===== src/rtl/irq_seq_pkg.sv =====
package irq_seq_pkg;

  typedef enum logic [2:0] {
    ST_IDLE,
    ST_INT1,
    ST_INT2,
    ST_PSH_H,
    ST_PSH_L,
    ST_PSH_P,
    ST_VEC_L,
    ST_VEC_H
  } seq_state_e;

  typedef enum logic [1:0] {
    KIND_RST,
    KIND_NMI,
    KIND_IRQ
  } entry_kind_e;

  localparam logic [15:0] VEC_NMI    = 16'hFFFA;
  localparam logic [15:0] VEC_RST    = 16'hFFFC;
  localparam logic [15:0] VEC_IRQ    = 16'hFFFE;
  localparam logic [7:0]  STACK_PAGE = 8'h01;

  localparam int FLG_I = 2;
  localparam int FLG_B = 4;
  localparam int FLG_U = 5;

  localparam logic [7:0] MASK_I = 8'(1 << FLG_I);
  localparam logic [7:0] MASK_B = 8'(1 << FLG_B);
  localparam logic [7:0] MASK_U = 8'(1 << FLG_U);

endpackage


===== src/rtl/irq_pend_mask.sv =====
module irq_pend_mask #(
  parameter int N_SRC = 4
) (
  input  logic               clk,
  input  logic               rst_n,
  input  logic [N_SRC-1:0]   src_set,
  input  logic [N_SRC-1:0]   src_clr,
  input  logic               nmi_req,
  input  logic               oneshot_req,
  input  logic               ack,
  output logic [N_SRC+1:0]   pend
);

  localparam int OS_BIT  = N_SRC;
  localparam int NMI_BIT = N_SRC + 1;

  logic [N_SRC+1:0] pend_q, pend_d;
  logic             upd_en;

  assign upd_en = (|src_set) | (|src_clr) | nmi_req | oneshot_req | ack;

  always_comb begin
    pend_d                = pend_q;
    pend_d[N_SRC-1:0]     = (pend_q[N_SRC-1:0] & ~src_clr) | src_set;
    pend_d[OS_BIT]        = (pend_q[OS_BIT]  & ~ack) | oneshot_req;
    pend_d[NMI_BIT]       = (pend_q[NMI_BIT] & ~ack) | nmi_req;
  end

  always_ff @(posedge clk or negedge rst_n) begin
    if (!rst_n) begin
      pend_q <= '0;
    end else if (upd_en) begin
      pend_q <= pend_d;
    end
  end

  assign pend = pend_q;

  AST_SRC_SET_WINS: assert property (@(posedge clk) disable iff (!rst_n)
    (|src_set) |=> ((pend_q[N_SRC-1:0] & $past(src_set)) == $past(src_set)));

  AST_ACK_DROPS_NMI: assert property (@(posedge clk) disable iff (!rst_n)
    (ack && !nmi_req) |=> !pend_q[NMI_BIT]);

  AST_ACK_KEEPS_SRC: assert property (@(posedge clk) disable iff (!rst_n)
    (ack && !(|src_clr)) |=> ((pend_q[N_SRC-1:0] & $past(pend_q[N_SRC-1:0])) == $past(pend_q[N_SRC-1:0])));

endmodule


===== src/rtl/irq_arbiter.sv =====
module irq_arbiter #(
  parameter int N_SRC = 4
) (
  input  logic [N_SRC+1:0] pend,
  input  logic             irq_masked,
  input  logic             jammed,
  output logic             take_nmi,
  output logic             take_irq
);

  localparam int NMI_BIT = N_SRC + 1;

  logic irq_any;

  assign irq_any  = |pend[N_SRC:0];
  assign take_nmi = pend[NMI_BIT] & ~jammed;
  assign take_irq = irq_any & ~pend[NMI_BIT] & ~irq_masked & ~jammed;

endmodule


===== src/rtl/irq_entry_fsm.sv =====
module irq_entry_fsm
  import irq_seq_pkg::*;
(
  input  logic        clk,
  input  logic        rst_n,
  input  logic        boundary,
  input  logic        take_nmi,
  input  logic        take_irq,
  input  logic [15:0] pc_in,
  input  logic [7:0]  status_in,
  input  logic [7:0]  sp_in,
  output logic [15:0] mem_addr,
  output logic        mem_we,
  output logic        mem_re,
  output logic [7:0]  mem_wdata,
  input  logic [7:0]  mem_rdata,
  output logic        ack,
  output logic        busy,
  output logic        done,
  output logic [15:0] pc_out,
  output logic [7:0]  status_out,
  output logic [7:0]  sp_out,
  output logic        jam_clr
);

  seq_state_e  state_q, state_d;
  entry_kind_e kind_q;
  logic [15:0] pc_sav_q;
  logic [7:0]  p_sav_q;
  logic [7:0]  sp_wk_q;
  logic [7:0]  vec_lo_q;
  logic [15:0] pc_out_q;
  logic [7:0]  st_out_q;
  logic [7:0]  sp_out_q;
  logic        done_q;
  logic        jclr_q;

  logic        start;
  logic        is_push;
  logic        fin;
  logic [15:0] vec_base;
  logic [7:0]  p_clean;
  logic [7:0]  st_new;

  assign start   = (state_q == ST_IDLE) && boundary && (take_nmi || take_irq);
  assign is_push = (state_q == ST_PSH_H) || (state_q == ST_PSH_L) || (state_q == ST_PSH_P);
  assign fin     = (state_q == ST_VEC_H);
  assign p_clean = p_sav_q & ~MASK_B;

  always_comb begin
    state_d = state_q;
    unique case (state_q)
      ST_IDLE:  if (start) state_d = ST_INT1;
      ST_INT1:  state_d = ST_INT2;
      ST_INT2:  state_d = ST_PSH_H;
      ST_PSH_H: state_d = ST_PSH_L;
      ST_PSH_L: state_d = ST_PSH_P;
      ST_PSH_P: state_d = ST_VEC_L;
      ST_VEC_L: state_d = ST_VEC_H;
      ST_VEC_H: state_d = ST_IDLE;
      default:  state_d = ST_IDLE;
    endcase
  end

  always_comb begin
    unique case (kind_q)
      KIND_NMI: vec_base = VEC_NMI;
      KIND_IRQ: vec_base = VEC_IRQ;
      default:  vec_base = VEC_RST;
    endcase
  end

  always_comb begin
    unique case (kind_q)
      KIND_NMI: st_new = p_clean;
      KIND_IRQ: st_new = p_clean | MASK_I;
      default:  st_new = MASK_I;
    endcase
  end

  always_comb begin
    mem_addr  = '0;
    mem_we    = 1'b0;
    mem_re    = 1'b0;
    mem_wdata = '0;
    unique case (state_q)
      ST_PSH_H: begin
        mem_addr  = {STACK_PAGE, sp_wk_q};
        mem_we    = 1'b1;
        mem_wdata = pc_sav_q[15:8];
      end
      ST_PSH_L: begin
        mem_addr  = {STACK_PAGE, sp_wk_q};
        mem_we    = 1'b1;
        mem_wdata = pc_sav_q[7:0];
      end
      ST_PSH_P: begin
        mem_addr  = {STACK_PAGE, sp_wk_q};
        mem_we    = 1'b1;
        mem_wdata = p_clean | MASK_U;
      end
      ST_VEC_L: begin
        mem_addr = vec_base;
        mem_re   = 1'b1;
      end
      ST_VEC_H: begin
        mem_addr = vec_base | 16'h0001;
        mem_re   = 1'b1;
      end
      default: ;
    endcase
  end

  always_ff @(posedge clk or negedge rst_n) begin
    if (!rst_n) begin
      state_q <= ST_VEC_L;
      kind_q  <= KIND_RST;
    end else begin
      state_q <= state_d;
      if (start) begin
        kind_q <= take_nmi ? KIND_NMI : KIND_IRQ;
      end
    end
  end

  always_ff @(posedge clk or negedge rst_n) begin
    if (!rst_n) begin
      pc_sav_q <= '0;
      p_sav_q  <= '0;
      sp_wk_q  <= '0;
      vec_lo_q <= '0;
    end else begin
      if (start) begin
        pc_sav_q <= pc_in;
        p_sav_q  <= status_in;
        sp_wk_q  <= sp_in;
      end else if (is_push) begin
        sp_wk_q  <= sp_wk_q - 8'd1;
      end
      if (state_q == ST_VEC_L) begin
        vec_lo_q <= mem_rdata;
      end
    end
  end

  always_ff @(posedge clk or negedge rst_n) begin
    if (!rst_n) begin
      pc_out_q <= '0;
      st_out_q <= '0;
      sp_out_q <= '0;
      done_q   <= 1'b0;
      jclr_q   <= 1'b0;
    end else begin
      done_q <= fin;
      jclr_q <= fin && (kind_q == KIND_RST);
      if (fin) begin
        pc_out_q <= {mem_rdata, vec_lo_q};
        st_out_q <= st_new;
        sp_out_q <= (kind_q == KIND_RST) ? sp_in : sp_wk_q;
      end
    end
  end

  assign ack        = start;
  assign busy       = (state_q != ST_IDLE);
  assign done       = done_q;
  assign pc_out     = pc_out_q;
  assign status_out = st_out_q;
  assign sp_out     = sp_out_q;
  assign jam_clr    = jclr_q;

  AST_PUSH_DECR: assert property (@(posedge clk) disable iff (!rst_n)
    (state_q == ST_PSH_L || state_q == ST_PSH_P) |-> (mem_addr[7:0] == $past(mem_addr[7:0]) - 8'd1));

  AST_PUSH_FLAGS: assert property (@(posedge clk) disable iff (!rst_n)
    (mem_we && state_q == ST_PSH_P) |-> (!mem_wdata[FLG_B] && mem_wdata[FLG_U]));

  AST_DONE_PULSE: assert property (@(posedge clk) disable iff (!rst_n)
    done_q |=> !done_q);

  AST_IRQ_SETS_I: assert property (@(posedge clk) disable iff (!rst_n)
    (done_q && kind_q == KIND_IRQ) |-> status_out[FLG_I]);

  AST_NO_B_OUT: assert property (@(posedge clk) disable iff (!rst_n)
    done_q |-> !status_out[FLG_B]);

  AST_NMI_FIRST: assert property (@(posedge clk) disable iff (!rst_n)
    (start && take_nmi) |=> (kind_q == KIND_NMI));

  AST_BOUNDARY_START: assert property (@(posedge clk) disable iff (!rst_n)
    (state_q == ST_IDLE && !boundary) |=> (state_q == ST_IDLE));

endmodule


===== src/rtl/irq_entry_seq.sv =====
module irq_entry_seq
  import irq_seq_pkg::*;
#(
  parameter int N_SRC = 4
) (
  input  logic               clk,
  input  logic               rst_n,
  input  logic               boundary,
  input  logic               jammed,
  input  logic [7:0]         status_prev,
  input  logic [7:0]         status_in,
  input  logic [15:0]        pc_in,
  input  logic [7:0]         sp_in,
  input  logic [N_SRC-1:0]   src_set,
  input  logic [N_SRC-1:0]   src_clr,
  input  logic               nmi_req,
  input  logic               oneshot_req,
  output logic [15:0]        mem_addr,
  output logic               mem_we,
  output logic               mem_re,
  output logic [7:0]         mem_wdata,
  input  logic [7:0]         mem_rdata,
  output logic               busy,
  output logic               done,
  output logic [15:0]        pc_out,
  output logic [7:0]         status_out,
  output logic [7:0]         sp_out,
  output logic               jam_clr,
  output logic [N_SRC+1:0]   pend_mask
);

  localparam int NMI_BIT = N_SRC + 1;

  logic [N_SRC+1:0] pend;
  logic             take_nmi;
  logic             take_irq;
  logic             ack;

  irq_pend_mask #(.N_SRC(N_SRC)) u_pend (
    .clk         (clk),
    .rst_n       (rst_n),
    .src_set     (src_set),
    .src_clr     (src_clr),
    .nmi_req     (nmi_req),
    .oneshot_req (oneshot_req),
    .ack         (ack),
    .pend        (pend)
  );

  irq_arbiter #(.N_SRC(N_SRC)) u_arb (
    .pend       (pend),
    .irq_masked (status_prev[FLG_I]),
    .jammed     (jammed),
    .take_nmi   (take_nmi),
    .take_irq   (take_irq)
  );

  irq_entry_fsm u_fsm (
    .clk        (clk),
    .rst_n      (rst_n),
    .boundary   (boundary),
    .take_nmi   (take_nmi),
    .take_irq   (take_irq),
    .pc_in      (pc_in),
    .status_in  (status_in),
    .sp_in      (sp_in),
    .mem_addr   (mem_addr),
    .mem_we     (mem_we),
    .mem_re     (mem_re),
    .mem_wdata  (mem_wdata),
    .mem_rdata  (mem_rdata),
    .ack        (ack),
    .busy       (busy),
    .done       (done),
    .pc_out     (pc_out),
    .status_out (status_out),
    .sp_out     (sp_out),
    .jam_clr    (jam_clr)
  );

  assign pend_mask = pend;

  AST_JAM_HOLDS: assert property (@(posedge clk) disable iff (!rst_n)
    (!busy && jammed) |=> !busy);

  AST_MASKED_IDLE: assert property (@(posedge clk) disable iff (!rst_n)
    (!busy && status_prev[FLG_I] && !pend[NMI_BIT]) |=> !busy);

  AST_ONE_WINNER: assert property (@(posedge clk) disable iff (!rst_n)
    !(take_nmi && take_irq));

endmodule


===== config.mk =====
export PLATFORM = sky130hd
export DESIGN_NAME = irq_entry_seq
export DESIGN_NICKNAME = d
export VERILOG_FILES = /design/src/rtl/irq_seq_pkg.sv /design/src/rtl/irq_pend_mask.sv /design/src/rtl/irq_arbiter.sv /design/src/rtl/irq_entry_fsm.sv /design/src/rtl/irq_entry_seq.sv
export SDC_FILE = /design/constraint.sdc
export NUM_CORES = 1
export LEC_CHECK = 0
export BUFFER_PORTS_ARGS = -buffer_cell sky130_fd_sc_hd__buf_2
export CELL_PAD_IN_SITES_DETAIL_PLACEMENT = 0
export CELL_PAD_IN_SITES_GLOBAL_PLACEMENT = 1
export CORE_UTILIZATION = 38
export DETAILED_ROUTE_END_ITERATION = 12
export GPL_TIMING_DRIVEN = 1
export PLACE_DENSITY = 0.87
export REMOVE_ABC_BUFFERS = 1
export SLEW_MARGIN = 20
export SYNTH_ARGS = -nofsm -noshare
export SYNTH_HDL_FRONTEND = slang
export SYNTH_SLANG_ARGS = --single-unit

===== constraint.sdc =====
create_clock -name clk -period 2.3 [get_ports clk]
set_input_delay 0.345 -clock clk [delete_from_list [all_inputs] [get_ports clk]]
set_output_delay 0.345 -clock clk [all_outputs]
set_load 0.05 [all_outputs]

Word-level counts from Yosys, hierarchy flattened
Cells that the tools add are included.
{ "totals": {"reg_bits": 85, "latch_bits": 0, "mem_bits_rw": 0, "romBits": 0, "input_bits": 62, "output_inout_bits": 67, "elab_cells": 69, "memories": 0} }
{ "op_classes": {"n_addsub": 1, "mul": 0, "div": 0, "order_cmp": 0, "eq_ne": 10, "shift": 0, "mux": 12, "n_bitwise": 19, "reduce_logical": 15} }
{ "ops": {"columns": ["operator", "count"], "rows": [
  ["one-hot mux 16 bit (3 select lines)", 1],
  ["two-way mux 8 bit", 3],
  ["one-hot mux 3 bit (8 select lines)", 1],
  ["one-hot mux 8 bit (3 select lines)", 1],
  ["one-hot mux 8 bit (2 select lines)", 1],
  ["== test 3 bit (second input constant)", 4],
  ["OR reduction 4 bit", 2],
  ["subtractor 8 x 1 -> 8 bit (second input constant)", 1],
  ["AND 1 bit", 6],
  ["== test 3 x 2 -> 1 bit (second input constant)", 2],
  ["OR 1 bit", 6],
  ["one-hot mux 3 bit (2 select lines)", 1],
  ["OR reduction 5 bit", 1],
  ["AND 4 bit", 1],
  ["inverter 1 bit", 4],
  ["inverter 4 bit", 1],
  ["OR 4 bit", 1],
  ["== test 3 x 1 -> 1 bit (second input constant)", 1],
  ["logical AND 1 bit", 3],
  ["logical NOT 3 bit", 1],
  ["logical OR 1 bit", 3],
  ["two-way mux 3 bit", 1],
  ["nonzero test 3 bit", 1],
  ["OR reduction 3 bit", 1],
  ["other kinds (8)", 9]
]} }

Longest topological paths before layout
Gate-level depths: netlist of the first run.
{ "depth": {"word_depth": 9, "depth_mapped": 6, "ltp_nobuf": 6} }

Cells and area by module
Synthesis of the first run repeated with hierarchy kept, for this count alone.
{ "hier_totals": {"cells_unflattened": 324, "hier_area_um2": 3796.1} }
{ "by_module_without_submodules": {"columns": ["mod", "n_inst", "cells_each", "area_per_inst_um2", "seq_area_each_um2"], "rows": [
  ["irq_entry_fsm", 1, 303, 3550.9, 1929.4],
  ["irq_pend_mask", 1, 17, 214.0, 150.1],
  ["irq_arbiter", 1, 4, 31.3, 0.0]
]} }

Worst setup path after synthesis of the first run
OpenSTA, ideal clock, no wires.
{ "synth_timing": {"kind": "reg-to-output", "startpoint": "reg u_fsm.state_q[1]", "endpoint": "out mem_addr[2]", "t_arrival_ns": 2.258, "t_required_ns": 1.955, "slack_ns": -0.303, "stages_incl_launch_ff": 5, "n_path_buf": 0, "path_cell_list": "dfstp_2 -> nand2_1 -> inv_2 -> nor2_1 -> a211oi_1"} }
{ "synth_between": {"elab_chain_cells": 3, "word_cells_on_any_way": 7, "cone_classes": "eq/ne: 5; mux: 1; reduce/logical: 1"} }
{ "synth_lines": {"columns": ["element", "line", "text"], "rows": [
  ["start: declaration", "irq_entry_fsm.sv:26", "seq_state_e state_q, state_d;"],
  ["start signal: assignment", "irq_entry_fsm.sv:119", "state_q <= state_d;"],
  ["== test 3 bit / == test 3 x 2 -> 1 bit (equally long branches)", "irq_entry_fsm.sv:86", "unique case (state_q)"],
  ["OR reduction 3 bit (no line)", null, null],
  ["one-hot mux 16 bit (3 select lines) (*)", "irq_entry_fsm.sv:86", null],
  ["end: declaration", "irq_entry_seq.sv:18", "output logic [15:0] mem_addr,"]
]} }
Every way passes the cells marked *; elsewhere a longest branch is shown, timed or not.

Worst setup path after layout of the first run
{ "layout_timing": {"startpoint": "reg u_fsm.state_q[2]", "endpoint": "out mem_we"} }
{ "layout_between": {"elab_chain_cells": 3, "word_cells_on_any_way": 5, "cone_classes": "eq/ne: 3; mux: 1; reduce/logical: 1"} }
{ "layout_lines": {"columns": ["element", "line", "text"], "rows": [
  ["== test 3 bit / == test 3 x 2 -> 1 bit (equally long branches)", "irq_entry_fsm.sv:86", null],
  ["OR reduction 3 bit (no line) (*)", null, null],
  ["two-way mux 1 bit (*)", "irq_entry_fsm.sv:86", null],
  ["end: declaration", "irq_entry_seq.sv:19", "output logic mem_we,"]
]} }
Marked as above.

==> impl_metrics.json, run 1 <==
{
  "reg2reg_depth": 5,
  "crit_end": "mem_we",
  "ys.flop_type": "dfrtp_1",
  "vias": 2783,
  "wire_per_inst_um": 14.4,
  "htreeDepth": 3,
  "antenna_found_initial": 0,
  "io-pin-count": 129,
  "end_kind": "output port",
  "insertion_delay_ns": 0.34,
  "track_usage": 0.171,
  "cts.sink_count": 83,
  "nets": 495,
  "crit_path_max_fanout": 7,
  "yosysWarnings": 0,
  "cts_max_path_buffers": 2,
  "fin_crit_sh": 0.952,
  "std_cell_rows": 35,
  "num_antenna_cells": 0,
  "grt_pass1_vias": 2864,
  "drt_first_pass_iters": 4,
  "drv_cap": 0,
  "worstHoldStart": "src_set[1]",
  "startpoint_type": "register",
  "synthArstFlopShare": 1.00,
  "die-area_um2": 10200,
  "grt_max_degree": 44,
  "cts_post_setup_buffers_inserted": 0,
  "vias_per_cell": 4.95,
  "cts-root-buf": "clkbuf_8",
  "hold_violations": 0,
  "detail-route-antenna-nets": 0,
  "critPathKind": "reg -> out",
  "status": "completed",
  "wl_mm": 8.08,
  "synth-edff-count": 0,
  "dp.cells": 545,
  "hold_depth": 2,
  "setup_viol": 0,
  "portBuffers": 119,
  "clk_pin_slew_worst_paths_ns": 0.09,
  "skew_ns": 0.0126,
  "crit_arrival_ns": 1.85,
  "r2r_slack_ns": 0.19,
  "areaGrowthSynthToFinish_pct": 26.1,
  "cp-startpoint": "u_fsm.state_q[2]",
  "syn_inst": 309,
  "hp-class": "in -> reg",
  "netlist_area_um2": 3710,
  "start_util": 0.396,
  "r2r-end": "u_fsm.p_sav_q[0]",
  "ys_types": 47,
  "overflow": 0,
  "grt_pass1_wl_mm": 13.4,
  "cts_tree": "done",
  "ys_seq_area_frac": 0.560,
  "syn_area_per_cell_um2": 12.0,
  "core_um2": 9370,
  "drt_iter0_markers": 96,
  "relSlewSlack": 0.519,
  "numCtsBuffers": 9,
  "gp_congestion": 0.826,
  "die_x_um": 101,
  "min_period_ns": 2.19,
  "die_height_um": 101,
  "maxSlewViolCount": 0,
  "fmax_mhz": 457,
  "crit_required_ns": 1.96,
  "place.detailed.hpwl_mm": 5.83,
  "synth-seq-cells": 83,
  "timing.rr.start": "u_pend.pend[5]",
  "layout-drive-gt1-share": 0.402,
  "worst_slew_pin_slew_ns": 0.722,
  "final_cells": 562,
  "drc": 0
}
[state kept, by name (all words and copies together) (netlist names)]
register and cells:
u_fsm.done 1, u_fsm.jam_clr 1, u_fsm.kind_q 2, u_fsm.p_sav_q 7, u_fsm.pc_out 16, u_fsm.pc_sav_q 16
u_fsm.sp_out 8, u_fsm.sp_wk_q 8, u_fsm.state_q 3, u_fsm.status_out 7, u_fsm.vec_lo_q 8, u_pend.pend 6
[worst min path at each step]
stage,endpoint
2_1_floorplan,u_fsm.done
3_3_place_gp,u_fsm.vec_lo_q[7]
3_5_place_dp,u_fsm.vec_lo_q[7]
4_1_cts,u_pend.pend[1]
5_1_grt,u_pend.pend[1]
6_report,u_pend.pend[1]
[metrics by stage]
stage               hold slack [ns]  setup TNS (ns)  cell area, um2  setup slack, ns  utilization
global route                  0.157        -0.00550            4680         -0.00550        0.500
CTS                           0.163               0            4670           0.0179        0.499
global placement              0.367               0            4440            0.352        0.473
floorplan                    0.0494          -28.93            3590           -0.790            -
detailed placement            0.374               0            4440            0.239        0.473
finish                        0.176               0            4680            0.110        0.500
[repair_timing]
| action | CTS | global route |
|---|---|---|
| gates resized for setup | 2 | 5 |
| hold buffers | 1 | 0 |
| endpoints found under the setup margin | 2 | 7 |
| pin swaps | 0 | 0 |
| endpoints found under the hold margin | 11 | 0 |
[critical path: stages, from the launching register on]
cell,delay [ns]
dfstp_2,0.60
and3b_1,0.21
nor2_2,0.23
buf_4,0.20
inv_1,0.06
buf_2,0.20
[routing by layer]
layer	GRT usage	part of all wire	up-vias	routed length, um
met2	0.298	0.51	82	4100
met5	0	0	-	0
met4	0.0803	0.017	0	140
li1	-	-	1318	-
met3	0.0347	0.042	11	341
met1	0.204	0.43	1372	3500
[cell usage in the layout (no fill, tap or decap), types with 10 or more instances in the layout]
cell / synthesis / final
mux2_1: 30 / 30
mux2_2: 17 / 17
mux2i_1: 14 / 14
nand2_1: 33 / 31
dfrtp_1: 81 / 81
o21ai_0: 10 / 10
buf_2: 2 / 116
o21ai_1: 12 / 12
inv_1: 16 / 16
[synth_stat cells (2+ instances only)]
cell       n  area [um2]
mux2i_1   14         140
mux2_1    30         338
dfrtp_1   81        2030
a21o_1     6        45.0
a211oi_1   4        30.0
a21oi_1   10        50.1
or2_2      2        12.5
buf_4      9        67.6
dfstp_2    2        52.6
o21ai_0   10        50.1
nand3_1    2        10.0
buf_6      2        22.5
a22o_1     6        52.6
mux2_2    17         191
o21ai_1   12        60.1
nand2b_1   3        18.8
buf_1      2        7.51
nor2_1     5        18.8
ha_1       5        62.6
a221o_1    4        40.0
o31ai_1    3        22.5
buf_2      2        10.0
inv_1     16        60.1
or3_1      2        12.5
clkbuf_1   5        18.8
nand2_1   33         124
nor3_1     2        10.0
[layout make-up]
class / count / area [um2]
clock buffers: 9 / 124
clock inverters: 7 / 98.8
fillers: 877 / 4690
inverters: 17 / 63.8
multi-input cells: 189 / 1460
flip-flops and latches: 83 / 2080
well taps: 129 / 161
repair buffers: 128 / 698
[cells by family (layout without fill, tap and decap cells)]
family,after synthesis,after routing,synth area share
flops,83,83,0.560
other cells,1,1,0.00101
mux,61,61,0.180
xor+xnor,2,2,0.00472
buf+inv,37,161,0.0512
simple gates,58,58,0.0758
fa+ha+maj,5,5,0.0168
compound gates,62,62,0.110
Power of run 1 is not shown: default switching activity piles up to over one toggle a cycle in this logic, so the estimate is an artifact.
==> inputs of run 2 (changes only) <==
- PLACE_DENSITY: 0.87 -> 0.9
==> impl_metrics.json, run 2 (synthesis gave the netlist of run 1 again) <==
{
  "num_antenna_cells": 0,
  "hold_violations": 0,
  "vias_per_cell": 4.83,
  "timing.rr.start": "u_fsm.state_q[0]",
  "drv_cap": 0,
  "wire_per_inst_um": 14.7,
  "placed_area_um2": 4440,
  "overflow": 0,
  "num-fill-cells": 922,
  "track_usage": 0.172,
  "portBuffers": 119,
  "worstHoldStart": "src_set[1]",
  "min_period_ns": 2.19,
  "core_um2": 9370,
  "place.detailed.hpwl_mm": 6.01,
  "gp_congestion": 0.814,
  "start_util": 0.396,
  "status": "completed",
  "crit_required_ns": 1.96,
  "drt_first_pass_iters": 4,
  "htreeDepth": 3,
  "insertion_delay_ns": 0.33,
  "final_common_cell": "buf_2",
  "cts_max_path_buffers": 2,
  "drt-met1-wl_mm": 3.76,
  "clk_pin_slew_worst_paths_ns": 0.08,
  "finalInstanceArea_um2": 4680,
  "numCtsBuffers": 9,
  "die_x_um": 101,
  "grt_max_degree": 46,
  "grt_setup_unrepaired": "no",
  "cp-startpoint": "u_fsm.state_q[2]",
  "multiInputGateArea_um2": 1460,
  "layout-drive-gt1-share": 0.396,
  "grt_pass1_wl_mm": 13.4,
  "maxSlewViolCount": 0,
  "cts-root-buf": "clkbuf_8",
  "regArea_um2": 2080,
  "antenna_found_initial": 0,
  "drt_iter0_markers": 58,
  "met3_length_um": 378,
  "cts_tree": "done",
  "wl_met2_mm": 4.01,
  "detail-route-antenna-nets": 0,
  "nets": 495,
  "areaGrowthSynthToFinish_pct": 26.0,
  "die_height_um": 101,
  "wl_mm": 8.22,
  "setup_viol": 0,
  "fin_setup_tns_ns": 0,
  "grt_pass1_vias": 2745,
  "vias": 2707,
  "die-area_um2": 10200,
  "fin_crit_sh": 0.950,
  "cts.sink_count": 83,
  "skew_ns": 0.00813,
  "critPathKind": "reg -> out",
  "top_layer": "met4",
  "worst_slew_pin_slew_ns": 0.598,
  "hp-class": "in -> reg",
  "startpoint_type": "register",
  "io-pin-count": 129,
  "crit_path_max_fanout": 7,
  "end_kind": "output port",
  "std_cell_rows": 35,
  "layout_common_cells": "buf_2, dfrtp_1, nand2_1, mux2_1, mux2_2",
  "crit_arrival_ns": 1.84,
  "drc": 0,
  "fmax_mhz": 458,
  "relSlewSlack": 0.601
}
-- run 2: final timing paths --
check,cells after the start,slack (ns),end
max,5,0.11,mem_we
min,2,0.18,u_pend.pend[1]
max reg2reg,5,0.26,u_fsm.pc_sav_q[12]
min reg2reg,1,0.49,u_fsm.pc_out[0]
max in group asynchronous,3,1.08,u_fsm.state_q[1]
min in group asynchronous,2,0.53,u_fsm.vec_lo_q[7]
-- run 2: per-layer routing --
metal  up-vias  global-route usage
li1       1304                   -
met1      1327               0.223
met2        69               0.285
met3         7              0.0402
met4         0              0.0557
met5         -                   0
-- run 2: worst max-delay path: stages, from the launching register on --
cell and delay [ns]:
dfstp_2 0.59, nor2b_1 0.29, nor2_2 0.12, buf_4 0.18, inv_1 0.07, buf_2 0.26
-- run 2: timing repair --
action	4_1_cts	5_1_grt
endpoints found under the hold margin	38	0
hold buffers	1	0
endpoints found under the setup margin	1	4
setup buffers	0	0
gates resized for setup	2	5
-- run 2: per-stage QoR --
| stage | setup WS, ns | hold slack (ns) | utilization | cells |
|---|---|---|---|---|
| after floorplan | -0.790 | 0.0494 | - | 289 |
| after global placement | 0.299 | 0.345 | 0.473 | 545 |
| after detailed placement | 0.268 | 0.357 | 0.473 | 545 |
| after CTS | 0.00467 | 0.165 | 0.498 | 561 |
| after global routing | 0.00432 | 0.175 | 0.500 | 561 |
| final | 0.115 | 0.183 | 0.500 | 561 |
-- run 2: final cells by class --
class | instances | share of cell area
multi-input cells | 189 | 0.312
inverters | 17 | 0.0136
repair buffers | 128 | 0.149
well taps | 129 | 0.0345
clock inverters | 4 | 0.0160
flip-flops and latches | 83 | 0.444
clock buffers | 11 | 0.0302
Power of run 2 is left out for the same reason.
